### config.mk
export PLATFORM = sky130hd
export DESIGN_NAME = vram_port
export DESIGN_NICKNAME = d
export VERILOG_FILES = /design/src/rtl/vram_port_pkg.sv /design/src/rtl/vram_port_ctrl.sv /design/src/rtl/vram_port_dp.sv /design/src/rtl/vram_port.sv
export SDC_FILE = /design/constraint.sdc
export NUM_CORES = 1
export LEC_CHECK = 0
export ABC_AREA = 1
export ABC_CLOCK_PERIOD_IN_PS = 4950
export BUFFER_PORTS_ARGS = -buffer_cell sky130_fd_sc_hd__clkbuf_2
export CAP_MARGIN = 0
export CORE_UTILIZATION = 30
export DETAILED_ROUTE_END_ITERATION = 6
export PLACE_DENSITY_LB_ADDON = 0.12
export SLEW_MARGIN = 20
export SYNTH_ARGS = -nofsm -noshare
export SYNTH_HDL_FRONTEND = slang
export SYNTH_HIERARCHICAL = 1
export SYNTH_SLANG_ARGS = --single-unit
### constraint.sdc
create_clock -name clk -period 4.95 [get_ports clk]
set_clock_uncertainty 0.1 [all_clocks]
set_input_delay 0.495 -clock clk [delete_from_list [all_inputs] [get_ports clk]]
set_output_delay 0.495 -clock clk [all_outputs]
set_load 0.005 [all_outputs]
### src/rtl/vram_port_pkg.sv
package vram_port_pkg;

  typedef enum logic [2:0] {
    SEL_MODE    = 3'd0,
    SEL_ADDR_LO = 3'd1,
    SEL_ADDR_HI = 3'd2,
    SEL_DATA_LO = 3'd3,
    SEL_DATA_HI = 3'd4
  } regSel_e;

  typedef struct packed {
    logic loadMode;
    logic loadAddrLo;
    logic loadAddrHi;
    logic writeLo;
    logic writeHi;
    logic advance;
    logic fetch;
    logic capture;
  } ctrlStrobes_t;

endpackage

### src/rtl/vram_port_ctrl.sv
module vram_port_ctrl
  import vram_port_pkg::*;
(
  input  logic         clk,
  input  logic         rstN,
  input  logic         hostWr,
  input  logic         hostRd,
  input  logic [2:0]   hostSel,
  input  logic         incOnHigh,
  output ctrlStrobes_t stb
);

  logic isDataLo;
  logic isDataHi;
  logic access;
  logic advanceNow;
  logic addrLoad;
  logic fetchPend;
  logic capPend;

  always_comb begin
    isDataLo   = (hostSel == SEL_DATA_LO);
    isDataHi   = (hostSel == SEL_DATA_HI);
    access     = hostWr | hostRd;
    advanceNow = access && (incOnHigh ? isDataHi : isDataLo);
    addrLoad   = hostWr && ((hostSel == SEL_ADDR_LO) || (hostSel == SEL_ADDR_HI));
  end

  // read-ahead pipeline: issue one cycle after the address moves, capture one later
  always_ff @(posedge clk) begin
    if (!rstN) begin
      fetchPend <= 1'b0;
      capPend   <= 1'b0;
    end else begin
      fetchPend <= addrLoad | advanceNow;
      capPend   <= fetchPend;
    end
  end

  always_comb begin
    stb.loadMode   = hostWr && (hostSel == SEL_MODE);
    stb.loadAddrLo = hostWr && (hostSel == SEL_ADDR_LO);
    stb.loadAddrHi = hostWr && (hostSel == SEL_ADDR_HI);
    stb.writeLo    = hostWr && isDataLo;
    stb.writeHi    = hostWr && isDataHi;
    stb.advance    = advanceNow;
    stb.fetch      = fetchPend;
    stb.capture    = capPend;
  end

endmodule

### src/rtl/vram_port_dp.sv
module vram_port_dp
  import vram_port_pkg::*;
#(
  parameter int ADDR_W     = 15,
  parameter int STEP_MID   = 32,
  parameter int STEP_BIG   = 128,
  parameter int REMAP_BASE = 8,
  parameter int REMAP_ROT  = 3
) (
  input  logic              clk,
  input  logic              rstN,
  input  ctrlStrobes_t      stb,
  input  logic [7:0]        hostWdata,
  input  logic [15:0]       memRdData,
  output logic              incOnHigh,
  output logic [1:0]        remapSel,
  output logic [ADDR_W-1:0] wordAddr,
  output logic [15:0]       rdLatch,
  output logic [ADDR_W-1:0] memAddr,
  output logic              memWrEn,
  output logic [1:0]        memByteEn,
  output logic [15:0]       memWrData,
  output logic              memRdEn
);

  localparam int HI_W = ADDR_W - 8;
  localparam logic [ADDR_W-1:0] STEP_ONE_V = ADDR_W'(1);
  localparam logic [ADDR_W-1:0] STEP_MID_V = ADDR_W'(STEP_MID);
  localparam logic [ADDR_W-1:0] STEP_BIG_V = ADDR_W'(STEP_BIG);
  localparam int NUM_MAPS = 4;

  logic [1:0]        stepSel;
  logic [ADDR_W-1:0] stepVal;
  logic [ADDR_W-1:0] remapOpt [NUM_MAPS];

  // mode register
  always_ff @(posedge clk) begin
    if (!rstN) begin
      incOnHigh <= 1'b0;
      remapSel  <= 2'd0;
      stepSel   <= 2'd0;
    end else if (stb.loadMode) begin
      incOnHigh <= hostWdata[7];
      remapSel  <= hostWdata[3:2];
      stepSel   <= hostWdata[1:0];
    end
  end

  always_comb begin
    case (stepSel)
      2'd0:    stepVal = STEP_ONE_V;
      2'd1:    stepVal = STEP_MID_V;
      default: stepVal = STEP_BIG_V;
    endcase
  end

  // linear word address counter
  always_ff @(posedge clk) begin
    if (!rstN) begin
      wordAddr <= '0;
    end else if (stb.loadAddrLo) begin
      wordAddr[7:0] <= hostWdata;
    end else if (stb.loadAddrHi) begin
      wordAddr[ADDR_W-1:8] <= hostWdata[HI_W-1:0];
    end else if (stb.advance) begin
      wordAddr <= wordAddr + stepVal;
    end
  end

  // remap variants: rotate the low N bits left, N growing by one per mode
  assign remapOpt[0] = wordAddr;
  for (genvar k = 1; k < NUM_MAPS; k++) begin : g_remap
    localparam int N = REMAP_BASE + k - 1;
    assign remapOpt[k] = {wordAddr[ADDR_W-1:N],
                          wordAddr[N-REMAP_ROT-1:0],
                          wordAddr[N-1:N-REMAP_ROT]};
  end

  assign memAddr   = remapOpt[remapSel];
  assign memWrEn   = stb.writeLo | stb.writeHi;
  assign memByteEn = {stb.writeHi, stb.writeLo};
  assign memWrData = {hostWdata, hostWdata};
  assign memRdEn   = stb.fetch;

  always_ff @(posedge clk) begin
    if (!rstN) begin
      rdLatch <= '0;
    end else if (stb.capture) begin
      rdLatch <= memRdData;
    end
  end

endmodule

### src/rtl/vram_port.sv
module vram_port
  import vram_port_pkg::*;
#(
  parameter int ADDR_W     = 15,
  parameter int STEP_MID   = 32,
  parameter int STEP_BIG   = 128,
  parameter int REMAP_BASE = 8,
  parameter int REMAP_ROT  = 3
) (
  input  logic              clk,
  input  logic              rstN,
  input  logic              hostWr,
  input  logic              hostRd,
  input  logic [2:0]        hostSel,
  input  logic [7:0]        hostWdata,
  output logic [7:0]        hostRdata,
  output logic [ADDR_W-1:0] memAddr,
  output logic              memWrEn,
  output logic [1:0]        memByteEn,
  output logic [15:0]       memWrData,
  output logic              memRdEn,
  input  logic [15:0]       memRdData
);

  ctrlStrobes_t      stb;
  logic              incOnHigh;
  logic [1:0]        curRemap;
  logic [ADDR_W-1:0] curAddr;
  logic [15:0]       rdLatch;

  vram_port_ctrl u_ctrl (
    .clk       (clk),
    .rstN      (rstN),
    .hostWr    (hostWr),
    .hostRd    (hostRd),
    .hostSel   (hostSel),
    .incOnHigh (incOnHigh),
    .stb       (stb)
  );

  vram_port_dp #(
    .ADDR_W     (ADDR_W),
    .STEP_MID   (STEP_MID),
    .STEP_BIG   (STEP_BIG),
    .REMAP_BASE (REMAP_BASE),
    .REMAP_ROT  (REMAP_ROT)
  ) u_dp (
    .clk       (clk),
    .rstN      (rstN),
    .stb       (stb),
    .hostWdata (hostWdata),
    .memRdData (memRdData),
    .incOnHigh (incOnHigh),
    .remapSel  (curRemap),
    .wordAddr  (curAddr),
    .rdLatch   (rdLatch),
    .memAddr   (memAddr),
    .memWrEn   (memWrEn),
    .memByteEn (memByteEn),
    .memWrData (memWrData),
    .memRdEn   (memRdEn)
  );

  assign hostRdata = (hostSel == SEL_DATA_HI) ? rdLatch[15:8] : rdLatch[7:0];

endmodule

==> key figures <==
Timing
  • Final Hold Vio Count: 0
  • Rel. slew slack: 0.441
  • TNS Setup: 0 ns
  • Max Freq: 416 MHz
  • Period utilisation layout: 0.486
  • RSZ-0062 raised after global routing: false
  • Slew Limit Fails: 0
  • Tmin final: 2.40 ns
  • Final setup violation count: 0
  • Final worst slack: 2.55 ns
  • Actual slew at the worst max-slew pin: 0.833 ns

Power and ir drop
  • Combinational Power Share: 0.124
  • Worst vdd ir: 0.138 mV
  • Static Leak: 1.41 nW
  • Switching part of the total: 0.259
  • Clock share of power: 0.440
  • Internal Power: 555 µW
  • Sequential share of power: 0.437
  • Pwr per Cell Area: roughly 260 nW/µm²
  • Psw: 194 µW

Cells and area
  • Synthesis-to-finish area growth: 16.0%
  • # diodes: 0
  • Final Cell Area: 2890 µm²
  • Fin cells: 534
  • Final nets: roughly 470
  • Share of layout cells above drive strength 1: 0.262
  • Filler cells: 907

Clocking
  • Setup bufs post-CTS: 0
  • H-tree lvl count: 2
  • CTS root buffer: clkbuf_8
  • Post-CTS sizing: 0
  • Reg clk slew, reported paths: 0.09 ns
  • Sink Count: 38
  • # hold bufs at CTS: 0
  • Clock Tree Buf Depth: 2
  • Num CTS Buffers: 5
  • TritonCTS clock tree: yes
  • Worst skew pair latency: between 0.2 and 0.3 ns

Floorplan
  • Die height: around 93 µm
  • Chip width: between 90 and 100 µm
  • IO Pins: 74
  • Initial core utilization: 0.316
  • Row count: 32
  • Core area: a little under 8000 µm²
  • Die Area: 8680 µm²

Synthesis
  • Synthesized area: 2490 µm²
  • Ys Warns: 6
  • Syn Nets: 421
  • Avg Cell Area, Syn: 6.46 µm²
  • Gate Count Post-Synth: 386

Worst setup path
  • Crit-path max FO: 12
  • CP arrival: 2.53 ns
  • Setup crit end kind: register
  • CP startpoint kind: primary input
  • Critical path class: in -> reg
  • Critical Path RT: 5.08 ns

Detailed routing
  • Detailed Route Iter0 Violations: 107
  • Routed len/inst: 12.7 µm
  • DRT Wirelength: between 6000 and 7000 µm
  • Via density: 4.69
  • Vias post-DR: 2504
  • DRT Pass-1 Iters: 4
  • Antenna viol nets, final: 0
  • DRC viols: 0

Run status
  • Outcome: finished, final reports clean

Placement
  • Hpwl dp: 5070 µm
  • PortBufs: 73
  • DP Worst Slack: between 2 and 2.5 ns
  • Placed cell count: 526
  • RD Place Congestion: about 0.80
  • Placed inst area: 2750 µm²

Min path
  • Hold Crit Class: in -> reg

Global routing
  • Number of global-route vias before repair: 2305
  • Gr usage total: 0.164
  • Global-route wire length before repair: roughly 11000 µm
  • Largest net degree at the start of global routing: 28
  • Initial antenna violation count: 0
  • GRT overflow: 0

Flow run
  • Max cap viols: 0
sequential cells by signal, indices dropped and copies added, names as in the netlist:
register / cells
u_ctrl/fetchPend: 1
u_dp/remapSel: 2
u_dp/rdLatch: 16
u_ctrl/capPend: 1
u_dp/incOnHigh: 1
u_dp/wordAddr: 15
u_dp/stepSel: 2
metal layers:
| layer | vias up | GRT usage | part of all wire |
|---|---|---|---|
| met3 | 5 | 0.0268 | 0.037 |
| met5 | - | 0 | 0 |
| li1 | 1301 | - | - |
| met4 | 0 | 0.0462 | 0.0080 |
| met2 | 58 | 0.266 | 0.46 |
| met1 | 1140 | 0.223 | 0.49 |
through the flow:
stage / util / total power, mW / hold slack, ns
2_1_floorplan: - / 0.395 / 0.313
3_3_place_gp: 0.349 / 0.427 / 0.363
4_1_cts: 0.366 / 0.760 / 0.304
3_5_place_dp: 0.349 / 0.428 / 0.348
6_report: 0.366 / 0.749 / 0.314
5_1_grt: 0.366 / 0.786 / 0.319
critical path, cell delays in order:
cell      delay [ns]
clkbuf_2        0.22
inv_2           0.11
nand3_1         0.09
nor2_1          0.52
inv_2           0.12
o21ai_1         0.48
inv_1           0.12
o21ai_1         0.14
o21ai_0         0.10
a21oi_1         0.14
layout make-up:
class                      count  area, µm²  area share
inverter                      42        158      0.0545
tap                          102        128      0.0442
clock inverter                 3       68.8      0.0238
multi-input combinational    271       1340       0.464
clock buffer                   5       68.8      0.0238
timing repair buffer          73        365       0.126
sequential                    38        761       0.263
cell usage in the layout, fill, tap and decap left out:
cell,instances
clkbuf_8,5
o21ai_2,2
nor2_1,61
nand2_4,2
dfxtp_1,38
ha_1,4
or2_2,3
nand3_1,28
clkbuf_2,73
nand3b_1,1
inv_2,6
a32oi_1,1
nand2_1,83
bufinv_16,2
a31oi_1,6
o21ai_1,4
nand2_2,6
nor2_4,4
nand3_2,3
a21oi_1,11
o22ai_1,1
clkinv_4,1
nor4_1,1
o221ai_1,1
a21oi_2,6
o21ai_0,36
inv_1,36
xor2_1,5
nand4_1,2
power groups by stage:
stage	sequential [mW]	clock, mW	combinational [mW]
final	0.327	0.329	0.0926
after floorplan	0.329	0	0.0659
after global routing	0.329	0.351	0.106
after detailed placement	0.334	0	0.0938
after global placement	0.334	0	0.0925
after CTS	0.327	0.339	0.0942
path summary, 6_finish.rpt:
check,from,end,slack [ns],cells past startpoint
setup / recovery,hostSel[2],u_dp/wordAddr[8],2.55,10
hold / removal,memRdData[12],u_dp/rdLatch[12],0.31,3
setup reg to reg,u_dp/incOnHigh,u_dp/wordAddr[8],3.02,9
hold reg to reg,u_ctrl/fetchPend,u_ctrl/capPend,0.37,2
Note: power is estimated with default switching activity, not from simulation.
